`src/rtl/nfp_pkg.sv`:
```
// Shared definitions for the flash completion status poller.
// Assumes status bits sit in the low byte of the data bus.
package nfp_pkg;
    typedef enum logic [2:0] {
        S_IDLE,     // waiting for a start
        S_DP_RD,    // data polling: normal read
        S_DP_CHK,   // data polling: re-read after limit flag
        S_TG_A,     // toggle: first read of a pair
        S_TG_B,     // toggle: second read of a pair
        S_TG_C,     // toggle: first read of the confirming pair
        S_TG_D,     // toggle: second read of the confirming pair
        S_RST_WR    // write the reset command
    } poll_state_t;

    localparam int unsigned POL_BIT  = 7;   // data-polarity status bit
    localparam int unsigned TGL_BIT  = 6;   // toggling status bit
    localparam int unsigned XCD_BIT  = 5;   // time-limit-exceeded bit
    localparam logic [7:0]  RST_CMD  = 8'hF0;
endpackage

```
`src/rtl/nfp_status_eval.sv`:
```
// Decodes one returned status word: polarity match against the expected
// data, toggle-bit equality against the previously captured bit, and the
// exceeded flag. Purely combinational; assumes DW >= 8.
module nfp_status_eval #(
    parameter int DW = 16
) (
    input  logic [DW-1:0] rdata_i,
    input  logic [DW-1:0] exp_i,
    input  logic          prev_tgl_i,
    output logic          pol_match_o,
    output logic          tgl_same_o,
    output logic          exceeded_o
);
    import nfp_pkg::*;

    // Bits outside the status positions are intentionally not decoded.
    logic unused_bits;
    assign unused_bits = ^{rdata_i, exp_i};

    // Status comparisons.
    always_comb begin
        pol_match_o = (rdata_i[POL_BIT] == exp_i[POL_BIT]);
        tgl_same_o  = (rdata_i[TGL_BIT] == prev_tgl_i);
        exceeded_o  = rdata_i[XCD_BIT];
    end
endmodule

```
`src/rtl/nfp_round_limit.sv`:
```
// Counts completed poll rounds and flags when the current round is the
// last one allowed. The limit is loaded at start; zero disables the limit.
module nfp_round_limit #(
    parameter int CW = 16
) (
    input  logic          clk,
    input  logic          rst_n,
    input  logic          load_i,
    input  logic [CW-1:0] limit_i,
    input  logic          bump_i,
    output logic          expire_o
);
    logic [CW-1:0] cnt_q;
    logic [CW-1:0] lim_q;

    // Round counter and captured limit.
    always_ff @(posedge clk) begin
        if (!rst_n) begin
            cnt_q <= '0;
            lim_q <= '0;
        end else if (load_i) begin
            cnt_q <= '0;
            lim_q <= limit_i;
        end else if (bump_i) begin
            cnt_q <= cnt_q + CW'(1);
        end
    end

    // Last permitted round is in progress.
    always_comb begin
        expire_o = (lim_q != '0) && (cnt_q == lim_q - CW'(1));
    end
endmodule

```
`src/rtl/nfp_bus_drive.sv`:
```
// Maps the poll state and latched address onto the request bus. Reads in
// every polling state, the reset-command write in the final fail state.
module nfp_bus_drive #(
    parameter int AW = 18,
    parameter int DW = 16
) (
    input  nfp_pkg::poll_state_t state_i,
    input  logic [AW-1:0]        addr_i,
    output logic                 req_o,
    output logic                 we_o,
    output logic [AW-1:0]        addr_o,
    output logic [DW-1:0]        wdata_o
);
    import nfp_pkg::*;

    // Request and direction follow the state.
    always_comb begin
        req_o  = (state_i != S_IDLE);
        we_o   = (state_i == S_RST_WR);
        addr_o = addr_i;
    end

    // Reset command placed in the low byte, zero-extended to the bus.
    generate
        if (DW == 8) begin : g_byte_bus
            assign wdata_o = RST_CMD;
        end else begin : g_wide_bus
            assign wdata_o = {{(DW-8){1'b0}}, RST_CMD};
        end
    endgenerate
endmodule

```
`src/rtl/nor_done_poller.sv`:
```
// Flash completion status poller. After a start it reads the status word
// repeatedly (data polling on bit 7 or toggle detection on bit 6), re-reads
// when the exceeded flag (bit 5) appears, writes the reset command on a
// failure and reports pass/fail/timeout. Assumes a bus slave that raises
// bus_ack_i only while bus_req_o is high, with read data valid alongside.
module nor_done_poller #(
    parameter int AW = 18,
    parameter int DW = 16,
    parameter int CW = 16
) (
    input  logic          clk,
    input  logic          rst_n,
    input  logic          start_i,
    input  logic          mode_i,
    input  logic [AW-1:0] stat_addr_i,
    input  logic [DW-1:0] exp_data_i,
    input  logic [CW-1:0] poll_limit_i,
    output logic          bus_req_o,
    output logic          bus_we_o,
    output logic [AW-1:0] bus_addr_o,
    output logic [DW-1:0] bus_wdata_o,
    input  logic          bus_ack_i,
    input  logic [DW-1:0] bus_rdata_i,
    output logic          busy_o,
    output logic          done_o,
    output logic          pass_o,
    output logic          fail_o,
    output logic          timeout_o
);
    import nfp_pkg::*;

    poll_state_t   state_q;
    logic [AW-1:0] addr_q;
    logic [DW-1:0] exp_q;
    logic          tgl_q;
    logic          tmo_q;
    logic          done_q, pass_q, fail_q, tout_q;

    logic pol_match, tgl_same, exceeded;
    logic accept, bump, expire;

    nfp_status_eval #(.DW(DW)) u_eval (
        .rdata_i     (bus_rdata_i),
        .exp_i       (exp_q),
        .prev_tgl_i  (tgl_q),
        .pol_match_o (pol_match),
        .tgl_same_o  (tgl_same),
        .exceeded_o  (exceeded)
    );

    nfp_round_limit #(.CW(CW)) u_limit (
        .clk      (clk),
        .rst_n    (rst_n),
        .load_i   (accept),
        .limit_i  (poll_limit_i),
        .bump_i   (bump),
        .expire_o (expire)
    );

    nfp_bus_drive #(.AW(AW), .DW(DW)) u_bus (
        .state_i (state_q),
        .addr_i  (addr_q),
        .req_o   (bus_req_o),
        .we_o    (bus_we_o),
        .addr_o  (bus_addr_o),
        .wdata_o (bus_wdata_o)
    );

    // Start acceptance and "poll another round" detection.
    always_comb begin
        accept = (state_q == S_IDLE) && start_i;
        bump   = bus_ack_i && !exceeded &&
                 (((state_q == S_DP_RD) && !pol_match) ||
                  ((state_q == S_TG_B)  && !tgl_same));
    end

    // Poll sequencer, operand capture and result flags.
    always_ff @(posedge clk) begin
        if (!rst_n) begin
            state_q <= S_IDLE;
            addr_q  <= '0;
            exp_q   <= '0;
            tgl_q   <= 1'b0;
            tmo_q   <= 1'b0;
            done_q  <= 1'b0;
            pass_q  <= 1'b0;
            fail_q  <= 1'b0;
            tout_q  <= 1'b0;
        end else begin
            done_q <= 1'b0;
            case (state_q)
                S_IDLE: begin
                    if (start_i) begin
                        addr_q  <= stat_addr_i;
                        exp_q   <= exp_data_i;
                        tmo_q   <= 1'b0;
                        pass_q  <= 1'b0;
                        fail_q  <= 1'b0;
                        tout_q  <= 1'b0;
                        state_q <= mode_i ? S_TG_A : S_DP_RD;
                    end
                end
                S_DP_RD: begin
                    if (bus_ack_i) begin
                        if (pol_match) begin
                            state_q <= S_IDLE;
                            done_q  <= 1'b1;
                            pass_q  <= 1'b1;
                        end else if (exceeded) begin
                            state_q <= S_DP_CHK;
                        end else if (expire) begin
                            tmo_q   <= 1'b1;
                            state_q <= S_RST_WR;
                        end
                    end
                end
                S_DP_CHK: begin
                    if (bus_ack_i) begin
                        if (pol_match) begin
                            state_q <= S_IDLE;
                            done_q  <= 1'b1;
                            pass_q  <= 1'b1;
                        end else begin
                            state_q <= S_RST_WR;
                        end
                    end
                end
                S_TG_A: begin
                    if (bus_ack_i) begin
                        tgl_q   <= bus_rdata_i[TGL_BIT];
                        state_q <= S_TG_B;
                    end
                end
                S_TG_B: begin
                    if (bus_ack_i) begin
                        if (tgl_same) begin
                            state_q <= S_IDLE;
                            done_q  <= 1'b1;
                            pass_q  <= 1'b1;
                        end else if (exceeded) begin
                            state_q <= S_TG_C;
                        end else if (expire) begin
                            tmo_q   <= 1'b1;
                            state_q <= S_RST_WR;
                        end else begin
                            state_q <= S_TG_A;
                        end
                    end
                end
                S_TG_C: begin
                    if (bus_ack_i) begin
                        tgl_q   <= bus_rdata_i[TGL_BIT];
                        state_q <= S_TG_D;
                    end
                end
                S_TG_D: begin
                    if (bus_ack_i) begin
                        if (tgl_same) begin
                            state_q <= S_IDLE;
                            done_q  <= 1'b1;
                            pass_q  <= 1'b1;
                        end else begin
                            state_q <= S_RST_WR;
                        end
                    end
                end
                S_RST_WR: begin
                    if (bus_ack_i) begin
                        state_q <= S_IDLE;
                        done_q  <= 1'b1;
                        fail_q  <= 1'b1;
                        tout_q  <= tmo_q;
                    end
                end
                default: state_q <= S_IDLE;
            endcase
        end
    end

    // Status outputs.
    always_comb begin
        busy_o    = (state_q != S_IDLE);
        done_o    = done_q;
        pass_o    = pass_q;
        fail_o    = fail_q;
        timeout_o = tout_q;
    end
endmodule

```
`config.mk`:
```
export PLATFORM = sky130hd
export DESIGN_NAME = nor_done_poller
export DESIGN_NICKNAME = d
export VERILOG_FILES = /design/src/rtl/nfp_pkg.sv /design/src/rtl/nfp_status_eval.sv /design/src/rtl/nfp_round_limit.sv /design/src/rtl/nfp_bus_drive.sv /design/src/rtl/nor_done_poller.sv
export SDC_FILE = /design/constraint.sdc
export NUM_CORES = 1
export LEC_CHECK = 0
export BUFFER_PORTS_ARGS = -buffer_cell sky130_fd_sc_hd__buf_2
export CORE_MARGIN = 1.5
export CORE_UTILIZATION = 40
export DETAILED_ROUTE_END_ITERATION = 6
export PLACE_DENSITY = 0.66
export SLEW_MARGIN = 30
export SYNTH_ARGS = -nofsm -noshare
export SYNTH_HDL_FRONTEND = slang
export SYNTH_SLANG_ARGS = --single-unit
```
`constraint.sdc`:
```
create_clock -name clk -period 2.2 [get_ports clk]
set_clock_uncertainty 0.05 [all_clocks]
set_input_delay 0.22 -clock clk [delete_from_list [all_inputs] [get_ports clk]]
set_output_delay 0.22 -clock clk [all_outputs]
set_load 0.01 [all_outputs]
```
==> metrics <==
outcome complete, but fails checks; failing checks negative setup slack; met2 WL post-DR around 3600 um; Power Dens Cells ~800 mW/mm2; synth unique cells 53; HP Class input port to flop; Period minus WS final about 2.2 ns; Longest Clk Path Bufs 2; WP data required between 2 and 2.5 ns; CTS tree yes; post-DR vias/cell 4.965; Startpoint Class flop; die footprint around 0.0088 mm2; Max FO, Critical Path 4; Worst path top cell family by delay simple AND/OR/NAND/NOR gates; initial antenna violation count 0; Post-Syn Area about 0.0033 mm2; Post-synth EDFFs 0; Reg power frac ~38%; worst-skew pair later-pin latency approximately 0.33 ns; Wirelength per Cell 12.46 um; Area Overhead vs Synth 25.04%; root buffer cell clkbuf_8; gr ovfl total 0; largest area contributor in the netlist dfxtp_1; Fin Setup TNS -0.06860 ns; clock power share between 30% and 40%; global-route wire length before repair between 10000 and 15000 um; maximum vdd ir drop 0.0004242 V; Place WS -0.09901 ns; io pins 112; Metal-1 WL between 3000 and 4000 um; DRC 0; top routing layer in use met4; die height about 94 um; Worst Hold Launch stat_addr_i[4]; CTS H-tree depth 3; MaxCap Viol Count 0; FILL cells ~800; nets@finish between 500 and 600; WP buf/inv 0; Int Power between 2000 and 2500 uW; post-layout utilization of the core a little over half; layout cells sized above 1 between 20% and 30%; final period utilization 101.5%; final setup fails 3; Syn. warnings 0; CTS Sinks 60; DP HPWL about 5600 um; Slowest cell on crit path or4_4; DR WL met3 approximately 300 um; crit-path cells or3_4 > or4_4 > a32oi_2 > o2111ai_2 > nor4_4 > nor2_1 > o31ai_2; Die X approximately 94 um; DR pass1 iterations 4; Final Hold Fails 0; Routed WL about 7600 um; Power Total about 3300 uW; Crit Path Class flop to flop; Gate power share between 30% and 40%; 1st-iter DRT viols 152; # rows 32; post-synthesis async set-or-reset flop share 0%; crit path launch u_limit.lim_q[3]; RSZ-0062 raised after global routing yes; R2R Path Start u_limit.lim_q[3]; fmax roughly 0.45 GHz; Inserted Clock Buffers 9; Clock transition at path regs around 0.080 ns; synth top area cells dfxtp_1 (36%), nand2_1 (10%), a21boi_0 (8.6%); top-count cell post-synth nand2_1; synth cell count leaders nand2_1 (92), dfxtp_1 (60), a21boi_0 (38); Vias 3019; Lkg Pwr ~0.0018 uW; antenna-violating nets left 0; Final WS setup -0.03276 ns; top_reg_cell synth dfxtp_1; pin count of the biggest net entering global routing 38; synthesis-stage register bit count 60; number of port buffers 67; top cell type's share of synthesized area between 30 and 40%; Starting Density 42.03%; Placed Area approximately 0.0038 mm2; Total GRT Usage 18.07%; Critical Path AT between 2 and 2.5 ns; RD Place Congestion between 0.8 and 0.9; Core Box Area about 0.008 mm2; antenna fix cells 0; Critical Path Max Stage Delay roughly 0.45 ns; Post-CTS Setup Repair Bufs 0; vias in the first global route between 2000 and 3000; Slew Viols, Final 0; sequential area share after synthesis a little over a third; switching power 1120 uW; Finished Cell Area 0.004124 mm2; synthesized instance count roughly 420; CP Capture Type flop; Mean Syn Cell Area slightly below 8 um2; switching part of the total between 30% and 40%
==> kinds of logic after synthesis <==
kind of cell | share of synthesized area (%)
AOI/OAI and AO/OA | 18.59
buffers and inverters | 8.080
other | 0.2277
adders and majority gates | 1.138
muxes | 1.252
xor gates and xnor gates | 9.295
and+or+nand+nor | 25.00
DFF | 36.42
==> layer usage <==
| metal | GRT usage, % | vias up |
|---|---|---|
| li1 | - | 1555 |
| met5 | 0 | - |
| met2 | 30.07 | 70 |
| met3 | 3.398 | 9 |
| met4 | 6.592 | 0 |
| met1 | 23.18 | 1385 |
==> area by class of cell <==
class	instances	area [um2]	area share, %
clock buffers	9	123.9	3.004
clock inverters	7	76.32	1.851
inverters	9	33.78	0.8192
multi-input cells	320	1954	47.39
flip-flops and latches	60	1205	29.22
well taps	102	127.6	3.095
repair buffers	101	603.1	14.62
==> sequential cells by signal (all words and copies together), names as in the netlist <==
name / cells
addr_q: 18
done_o: 1
exp_q: 1
fail_o: 1
pass_o: 1
state_q: 3
tgl_q: 1
timeout_o: 1
tmo_q: 1
u_limit.cnt_q: 16
u_limit.lim_q: 16
==> per-stage QoR <==
step,cells,hold WS [ns]
final,608,0.07601
after global routing,608,0.07057
after CTS,608,0.06369
after detailed placement,592,0.4032
after global placement,592,0.3977
after floorplan,432,0.3149
==> power by group through the flow <==
stage / logic (uW) / registers (uW) / clock network [uW]
floorplan: 655 / 1280 / 0
global placement: 972 / 1270 / 0
detailed placement: 989 / 1270 / 0
CTS: 1020 / 1240 / 1020
global route: 1170 / 1260 / 1080
finish: 1050 / 1250 / 1000
==> cells in the final DEF (no fill, tap or decap), drive strengths merged, types with 2 or more instances in the layout <==
cell type  netlist  final
buf             21    101
nand2           92     92
dfxtp           60     60
a21boi          38     38
nor2            31     31
xor2            21     21
conb             2     16
xnor2           14     14
a21oi           11     11
nand4           10     10
o21ai           10     10
inv              9     10
nand3            9      9
clkbuf          22      9
nor4             7      7
nor3             5      5
or3              5      5
and3             4      4
o31ai            4      4
mux2i            3      3
a31oi            3      3
nor2b            3      3
ha               3      3
clkinv           0      3
nand2b           2      2
and2             2      2
or3b             2      2
o211ai           2      2
o21bai           2      2
o221ai           2      2
a211oi           2      2
clkinvlp         0      2
==> worst register-to-register path: cells and delay by family, from the launching register on <==
kind / cells / cell delay, ns
AND/OR/NAND/NOR: 4 / 1.16
AO/OA/AOI/OAI: 3 / 0.62
flip-flops: 1 / 0.35
==> final timing paths <==
kind	cells past startpoint	slack [ns]	end
min reg2reg	2	0.41	addr_q[10]
max reg2reg	7	-0.03	state_q[1]
min	3	0.08	addr_q[4]
max	7	-0.03	state_q[1]
==> what timing repair did <==
item	4_1_cts	5_1_grt
resized for setup	7	8
pin swaps	3	1
setup endpoints to repair	3	3
hold buffers	0	0
Power figures use the tool's default switching activity.
